**src/rtl/fll_pkg.sv**
```systemverilog
package fll_pkg;
  typedef enum logic [1:0] {
    SRC_INT = 2'd0,
    SRC_XT1 = 2'd1,
    SRC_XT2 = 2'd2
  } ref_src_e;
endpackage

```
**src/rtl/fll_refsel.sv**
```systemverilog
module fll_refsel import fll_pkg::*; #(
  parameter int P_W = 3
) (
  input  logic           clk,
  input  logic           rst,
  input  logic           ref_int,
  input  logic           ref_xt1,
  input  logic           ref_xt2,
  input  logic           xt1_ok,
  input  logic [1:0]     ref_sel,
  input  logic [P_W-1:0] ref_div,
  output logic           ref_tick,
  output logic [1:0]     ref_src
);
  localparam int PC_W = (1 << P_W) - 1;

  ref_src_e        src_d;
  logic            ref_raw;
  logic [2:0]      sync_q;
  logic            rise;
  logic [PC_W-1:0] pcnt, pmask;

  // Source choice with crystal fallback
  always_comb begin
    case (ref_sel)
      2'd0:    src_d = SRC_INT;
      2'd1:    src_d = xt1_ok ? SRC_XT1 : SRC_INT;
      default: src_d = SRC_XT2;
    endcase
    case (src_d)
      SRC_XT1: ref_raw = ref_xt1;
      SRC_XT2: ref_raw = ref_xt2;
      default: ref_raw = ref_int;
    endcase
    pmask = ~({PC_W{1'b1}} << ref_div);
    rise  = sync_q[1] & ~sync_q[2];
  end

  // Two synchroniser flops followed by an edge-detect flop
  always_ff @(posedge clk) begin
    if (rst) begin
      sync_q  <= '0;
      ref_src <= SRC_INT;
    end else begin
      sync_q  <= {sync_q[1:0], ref_raw};
      ref_src <= src_d;
    end
  end

  // Prescaler: one tick per 2^ref_div synchronised edges
  always_ff @(posedge clk) begin
    if (rst) begin
      pcnt     <= '0;
      ref_tick <= 1'b0;
    end else if (rise) begin
      if (pcnt >= pmask) begin
        pcnt     <= '0;
        ref_tick <= 1'b1;
      end else begin
        pcnt     <= pcnt + 1'b1;
        ref_tick <= 1'b0;
      end
    end else begin
      ref_tick <= 1'b0;
    end
  end

  p_fallback_r2: assert property (@(posedge clk) disable iff (rst)
    (ref_sel == 2'd1 && !xt1_ok) |=> (ref_src == SRC_INT));

  p_tick_from_edge_r3: assert property (@(posedge clk) disable iff (rst)
    ref_tick |-> $past(rise));
endmodule

```
**src/rtl/fll_fbdiv.sv**
```systemverilog
module fll_fbdiv #(
  parameter int D_W = 3
) (
  input  logic           clk,
  input  logic           rst,
  input  logic [D_W-1:0] post_div,
  output logic           fb_tick,
  output logic           fb_clk
);
  localparam int FC_W = (1 << D_W) - 1;

  logic [FC_W-1:0] cnt, cnt_n, mask;
  logic [D_W-1:0]  d_eff, bit_ix;

  always_comb begin
    d_eff  = (post_div == '0) ? D_W'(1) : post_div;
    mask   = ~({FC_W{1'b1}} << d_eff);
    cnt_n  = cnt + 1'b1;
    bit_ix = d_eff - 1'b1;
  end

  always_ff @(posedge clk) begin
    if (rst) begin
      cnt     <= '0;
      fb_tick <= 1'b0;
      fb_clk  <= 1'b0;
    end else begin
      cnt     <= cnt_n;
      fb_tick <= ((cnt & mask) == mask);
      fb_clk  <= cnt_n[bit_ix];
    end
  end

  // Period of at least two cycles: a tick never repeats back to back
  p_fbtick_gap_r4: assert property (@(posedge clk) disable iff (rst)
    fb_tick |=> !fb_tick);
endmodule

```
**src/rtl/fll_loop.sv**
```systemverilog
module fll_loop #(
  parameter int N_W      = 10,
  parameter int CTRL_W   = 10,
  parameter int LOCK_RUN = 4
) (
  input  logic              clk,
  input  logic              rst,
  input  logic              ref_tick,
  input  logic              fb_tick,
  input  logic [N_W-1:0]    mult_n,
  output logic [CTRL_W-1:0] tap_word,
  output logic              locked,
  output logic              tap_sat
);
  localparam int CNT_W = N_W + 2;
  localparam int LK_W  = $clog2(LOCK_RUN + 1);
  localparam logic [CTRL_W-1:0] TAP_MAX = '1;
  localparam logic [CTRL_W-1:0] TAP_MID = CTRL_W'(1) << (CTRL_W - 1);
  localparam logic [CNT_W-1:0]  CNT_MAX = '1;

  logic [CNT_W-1:0] win_cnt;
  logic             primed;
  logic [LK_W-1:0]  streak;
  logic [CNT_W:0]   seen, goal;
  logic             below, above, near;

  always_comb begin
    seen  = {1'b0, win_cnt} + {{CNT_W{1'b0}}, fb_tick};
    goal  = (CNT_W + 1)'(mult_n) + 1'b1;
    below = seen < goal;
    above = seen > goal;
    near  = ((seen + 1'b1) >= goal) && (seen <= (goal + 1'b1));
  end

  always_ff @(posedge clk) begin
    if (rst) begin
      win_cnt  <= '0;
      primed   <= 1'b0;
      tap_word <= TAP_MID;
      tap_sat  <= 1'b0;
      locked   <= 1'b0;
      streak   <= '0;
    end else if (ref_tick) begin
      win_cnt <= '0;
      primed  <= 1'b1;
      if (primed) begin
        if (below) begin
          if (tap_word == TAP_MAX) tap_sat <= 1'b1;
          else                     tap_word <= tap_word + 1'b1;
        end else if (above) begin
          if (tap_word == '0) tap_sat <= 1'b1;
          else                tap_word <= tap_word - 1'b1;
        end
        if (near) begin
          if (streak < LK_W'(LOCK_RUN)) streak <= streak + 1'b1;
          locked <= (streak >= LK_W'(LOCK_RUN - 1));
        end else begin
          streak <= '0;
          locked <= 1'b0;
        end
      end
    end else if (fb_tick && win_cnt != CNT_MAX) begin
      win_cnt <= win_cnt + 1'b1;
    end
  end

  p_tap_step_r5: assert property (@(posedge clk) disable iff (rst)
    (tap_word == $past(tap_word)) ||
    (tap_word == CTRL_W'($past(tap_word) + 1'b1)) ||
    (tap_word == CTRL_W'($past(tap_word) - 1'b1)));

  p_tap_on_tick_r5: assert property (@(posedge clk) disable iff (rst)
    (tap_word != $past(tap_word)) |-> $past(ref_tick));

  p_sat_sticky_r6: assert property (@(posedge clk) disable iff (rst)
    tap_sat |=> tap_sat);

  p_sat_at_bound_r6: assert property (@(posedge clk) disable iff (rst)
    $rose(tap_sat) |-> (tap_word == '0 || tap_word == TAP_MAX));

  p_lock_on_tick_r7: assert property (@(posedge clk) disable iff (rst)
    $rose(locked) |-> $past(ref_tick));
endmodule

```
**src/rtl/fll_ctrl.sv**
```systemverilog
module fll_ctrl import fll_pkg::*; #(
  parameter int N_W      = 10,
  parameter int D_W      = 3,
  parameter int P_W      = 3,
  parameter int CTRL_W   = 10,
  parameter int LOCK_RUN = 4
) (
  input  logic              dco_clk,
  input  logic              rst,
  input  logic              ref_int,
  input  logic              ref_xt1,
  input  logic              ref_xt2,
  input  logic              xt1_ok,
  input  logic [1:0]        ref_sel,
  input  logic [P_W-1:0]    ref_div,
  input  logic [N_W-1:0]    mult_n,
  input  logic [D_W-1:0]    post_div,
  input  logic [2:0]        range_sel,
  output logic [CTRL_W-1:0] tap_word,
  output logic [2:0]        dco_range,
  output logic              fb_clk,
  output logic              locked,
  output logic              tap_sat,
  output logic [1:0]        ref_src
);
  logic ref_tick, fb_tick;

  fll_refsel #(.P_W(P_W)) u_refsel (
    .clk(dco_clk), .rst(rst),
    .ref_int(ref_int), .ref_xt1(ref_xt1), .ref_xt2(ref_xt2),
    .xt1_ok(xt1_ok), .ref_sel(ref_sel), .ref_div(ref_div),
    .ref_tick(ref_tick), .ref_src(ref_src)
  );

  fll_fbdiv #(.D_W(D_W)) u_fbdiv (
    .clk(dco_clk), .rst(rst), .post_div(post_div),
    .fb_tick(fb_tick), .fb_clk(fb_clk)
  );

  fll_loop #(.N_W(N_W), .CTRL_W(CTRL_W), .LOCK_RUN(LOCK_RUN)) u_loop (
    .clk(dco_clk), .rst(rst), .ref_tick(ref_tick), .fb_tick(fb_tick),
    .mult_n(mult_n), .tap_word(tap_word), .locked(locked), .tap_sat(tap_sat)
  );

  always_ff @(posedge dco_clk) begin
    if (rst) dco_range <= 3'd0;
    else     dco_range <= range_sel;
  end
endmodule

```
**config.mk**
```make
export PLATFORM = sky130hd
export DESIGN_NAME = fll_ctrl
export DESIGN_NICKNAME = d
export VERILOG_FILES = /design/src/rtl/fll_pkg.sv /design/src/rtl/fll_refsel.sv /design/src/rtl/fll_fbdiv.sv /design/src/rtl/fll_loop.sv /design/src/rtl/fll_ctrl.sv
export SDC_FILE = /design/constraint.sdc
export NUM_CORES = 1
export LEC_CHECK = 0
export BUFFER_PORTS_ARGS = -buffer_cell sky130_fd_sc_hd__buf_2
export CORE_UTILIZATION = 56
export CTS_CLUSTER_DIAMETER = 150
export DETAILED_ROUTE_END_ITERATION = 12
export GPL_TIMING_DRIVEN = 1
export PLACE_DENSITY = 0.74
export SYNTH_ARGS = -nofsm -noshare
export SYNTH_HDL_FRONTEND = slang
export SYNTH_SLANG_ARGS = --single-unit
```
**constraint.sdc**
```tcl
create_clock -name dco_clk -period 4.9 [get_ports dco_clk]
set_input_delay 0.98 -clock dco_clk [delete_from_list [all_inputs] [get_ports dco_clk]]
set_output_delay 0.98 -clock dco_clk [all_outputs]
set_load 0.1 [all_outputs]
```
==> summary.md <==
| Metric | Value |
|---|---|
| Worst path arrival time | `4790 ps` |
| Synth Area per Inst | `8.26 um^2` |
| Gr ovfl total | `0` |
| DRT Pass-1 Iters | `4` |
| Worst skew pair latency | `310 ps` |
| Synth top area share | `0.234` |
| Clock transition at the registers of the reported paths | `110 ps` |
| Initial antenna violation count | `0` |
| CTS HTree Levels | `2` |
| Top_reg_cell synth | `dfxtp_1` |
| Post-synth EDFFs | `0` |
| Largest net degree at the start of global routing | `36` |
| Reg2Reg Depth | `18` |
| Gr usage total | `0.234` |
| Post-CTS setup buffer count | `0` |
| Routed vias | `4,010` |
| Syn_nets | `641` |
| Post-Route Skew | `9.57 ps` |
| Part of the power in the clock network | `0.310` |
| Crit path time final | `4540 ps` |
| Pint | `0.000600 W` |
| FF-to-FF End | `u_loop.tap_word[9]$_SDFFE_PP1P_` |
| Peak VDD IR | `0.000159 V` |
| GP Congestion | `0.899` |
| Final core occ | `0.641` |
| Synthesis-stage register bit count | `53` |
| Final Hold Fails | `0` |
| Area Overhead vs Synth | `9.73%` |
| Combinational Power Share | `0.168` |
| Netlist cell types | `70` |
| Min-Delay Path Class | `register to register` |
| FP Rows | `32` |
| Ports | `45` |
| Total Wirelength | `9490 um` |
| Die width | `92.0 um` |
| Seq/Total Area, Yosys | `0.234` |
| Post-Syn Instances | `550` |
| Crit path kind | `register to register` |
| Effective utilization at floorplan | `0.585` |
| Clk sinks | `53` |
| Max-slew headroom | `0.555` |
| CP required | `5160 ps` |
| TritonCTS clock tree | `done` |
| Startpoint Class | `register` |
| CTS buffer count | `5` |
| RSZ-0062 raised after global routing | `no` |
| Die Ht | `92.0 um` |
| Layout cells sized above 1 | `0.142` |
| Yosys top cell by area | `dfxtp_1` |
| Fin crit share | `0.926` |
| Origin of the critical flop-to-flop path | `u_loop.win_cnt[0]$_SDFFE_PP0P_` |
| Area contributors post-synth | `dfxtp_1 23%, ha_1 17%, xor2_1 5.6%` |
| Setup tns final | `0 ps` |
| Outcome | `completed` |
| Global-route wire length before repair | `16,400 um` |
| CTS root buffer | `clkbuf_8` |
| Initial DRC count | `139` |
| P per Cell Area | `171 mW/mm^2` |
| Max-Cap Viols | `0` |
| Sw Share | `0.296` |
| Via density per instance | `5.74` |
| Seq pwr share | `0.521` |
| Final max-slew violation count | `0` |
| F_max | `220 MHz` |
| I/O Buffers | `44` |
| Leak Pwr | `2.31 nW` |
| Synthesized cell area | `0.00454 mm^2` |
| Endpoints failing setup | `0` |
| Net Sw Power | `0.000252 W` |
| Endpoint type of the worst setup path | `register` |
| Yosys warning count | `0` |
| DR DRC count | `0` |
| Worst reg2reg setup slack | `360 ps` |
| Ant. Diodes | `0` |
| ANT nets after route | `0` |
| Vias in the first global route | `3,768` |
| Post-DP HPWL | `7530 um` |
| Tightest Pin Transition | `668 ps` |
| Worst-path maximum fanout | `7` |
| Fraction of registers with async set/reset | `0` |
| DR WL/cell | `13.6 um` |
| Die ar. | `0.00847 mm^2` |
| Clk buf depth | `2` |
| Placeable Area | `0.00777 mm^2` |
| Critical Path Source | `u_loop.win_cnt[0]$_SDFFE_PP0P_` |
| Layout Nets | `687` |
| Worst Setup EP | `u_loop.tap_word[9]$_SDFFE_PP1P_` |
==> worst min-delay path by stage <==
stage / to / startpoint / slack [ps] / depth (start not counted)
6_report: u_refsel.sync_q[1]$_SDFF_PP0_ / u_refsel.sync_q[0]$_SDFF_PP0_ / 460 / 1
5_1_grt: u_refsel.sync_q[1]$_SDFF_PP0_ / u_refsel.sync_q[0]$_SDFF_PP0_ / 480 / 1
4_1_cts: u_refsel.sync_q[1]$_SDFF_PP0_ / u_refsel.sync_q[0]$_SDFF_PP0_ / 460 / 1
3_5_place_dp: u_refsel.sync_q[1]$_SDFF_PP0_ / u_refsel.sync_q[0]$_SDFF_PP0_ / 440 / 1
3_3_place_gp: u_refsel.sync_q[1]$_SDFF_PP0_ / u_refsel.sync_q[0]$_SDFF_PP0_ / 420 / 1
2_1_floorplan: u_refsel.sync_q[1]$_SDFF_PP0_ / u_refsel.sync_q[0]$_SDFF_PP0_ / 410 / 1
==> cells in the mapped netlist (all sizes together), types with 6 or more instances <==
library cell,instances
inv,27
nor3,16
ha,63
dfxtp,53
a21oi,34
nand4,17
or3,9
nor2,59
xnor2,28
mux2i,12
nor4,6
nand2,34
o21ai,24
o31ai,6
xor2,29
or2,7
and3,8
a21o,8
nor2b,12
clkbuf,9
nand3,24
buf,7
==> worst max-delay path, cell delays in order, from the launching register on <==
cell,delay [ps]
dfxtp_1,430
ha_1,220
ha_1,230
nand4_4,170
o21a_1,240
or2_2,350
ha_1,340
nand4_1,130
a21oi_1,140
nor3_1,70
o21ai_2,330
ha_1,310
a21oi_1,200
o211ai_1,130
a2111oi_1,450
o31ai_1,160
xnor2_1,150
or3_1,340
nand3_1,80
==> power groups by stage <==
stage | logic [W] | registers (W) | clock network (W)
CTS | 0.000143 | 0.000444 | 0.000276
finish | 0.000143 | 0.000444 | 0.000264
detailed placement | 0.000142 | 0.000454 | 0
global route | 0.000159 | 0.000445 | 0.000295
global placement | 0.000138 | 0.000453 | 0
floorplan | 0.0000796 | 0.000473 | 0
==> per-stage QoR <==
stage | instance area [um^2] | power (W) | std cells | hold WS, ps | setup slack, ps
after floorplan | 4540 | 0.000552 | 550 | 414 | 347
after global placement | 4880 | 0.000592 | 691 | 425 | 177
after detailed placement | 4880 | 0.000596 | 691 | 436 | 63.2
after CTS | 4980 | 0.000863 | 699 | 461 | 292
after global routing | 4980 | 0.000900 | 699 | 482 | 37.4
final | 4980 | 0.000852 | 699 | 458 | 363
==> routing by layer <==
layer / vias to the layer above / part of all wire / GRT usage
met5: - / 0 / 0
met4: 0 / 0.017 / 0.0781
met3: 17 / 0.027 / 0.0315
met2: 60 / 0.47 / 0.400
met1: 1857 / 0.49 / 0.302
li1: 2076 / - / -
==> logic make-up (layout without fill, tap and decap cells) <==
family / Yosys count / in the layout / synth area share
XOR/XNOR: 57 / 57 / 0.112
buffers and inverters: 43 / 90 / 0.0416
flip-flops: 53 / 53 / 0.234
adder cells (fa/ha/maj): 64 / 64 / 0.178
AO/OA/AOI/OAI: 108 / 108 / 0.156
AND/OR/NAND/NOR: 209 / 209 / 0.242
multiplexers: 15 / 15 / 0.0364
other: 1 / 1 / 0.000826
==> registers in the layout, summed over array words and instances (netlist names) <==
| register | count |
|---|---|
| u_fbdiv.fb_tick | 1 |
| u_refsel.ref_tick | 1 |
| u_loop.locked | 1 |
| u_loop.win_cnt | 12 |
| u_loop.primed | 1 |
| dco_range | 3 |
| u_refsel.pcnt | 7 |
| u_refsel.ref_src | 2 |
| u_refsel.sync_q | 3 |
| u_loop.tap_word | 10 |
| u_loop.streak | 3 |
| u_fbdiv.cnt | 7 |
| u_fbdiv.fb_clk | 1 |
| u_loop.tap_sat | 1 |
==> area by class of cell <==
cell class	instances	area, um^2
multi-input cells	454	3290
fillers	709	2790
flip-flops and latches	53	1060
repair buffers	55	303
well taps	102	128
inverters	27	101
clock buffers	5	68.8
clock inverters	3	28.8
==> placed cells by master, fill, tap and decap left out, drive strengths merged, types with 12 or more instances in the layout <==
cell    n
nor3   16
a21oi  34
mux2i  12
ha     63
buf    55
nand4  17
nand3  24
xnor2  28
o21ai  24
nor2b  12
nand2  34
dfxtp  53
nor2   59
xor2   29
inv    30
==> repair_timing <==
action                     4_1_cts  5_1_grt
setup endpoints to repair        0        1
hold buffers                     0        0
resized for setup                0        1
Note: power is estimated with default switching activity, not from simulation.
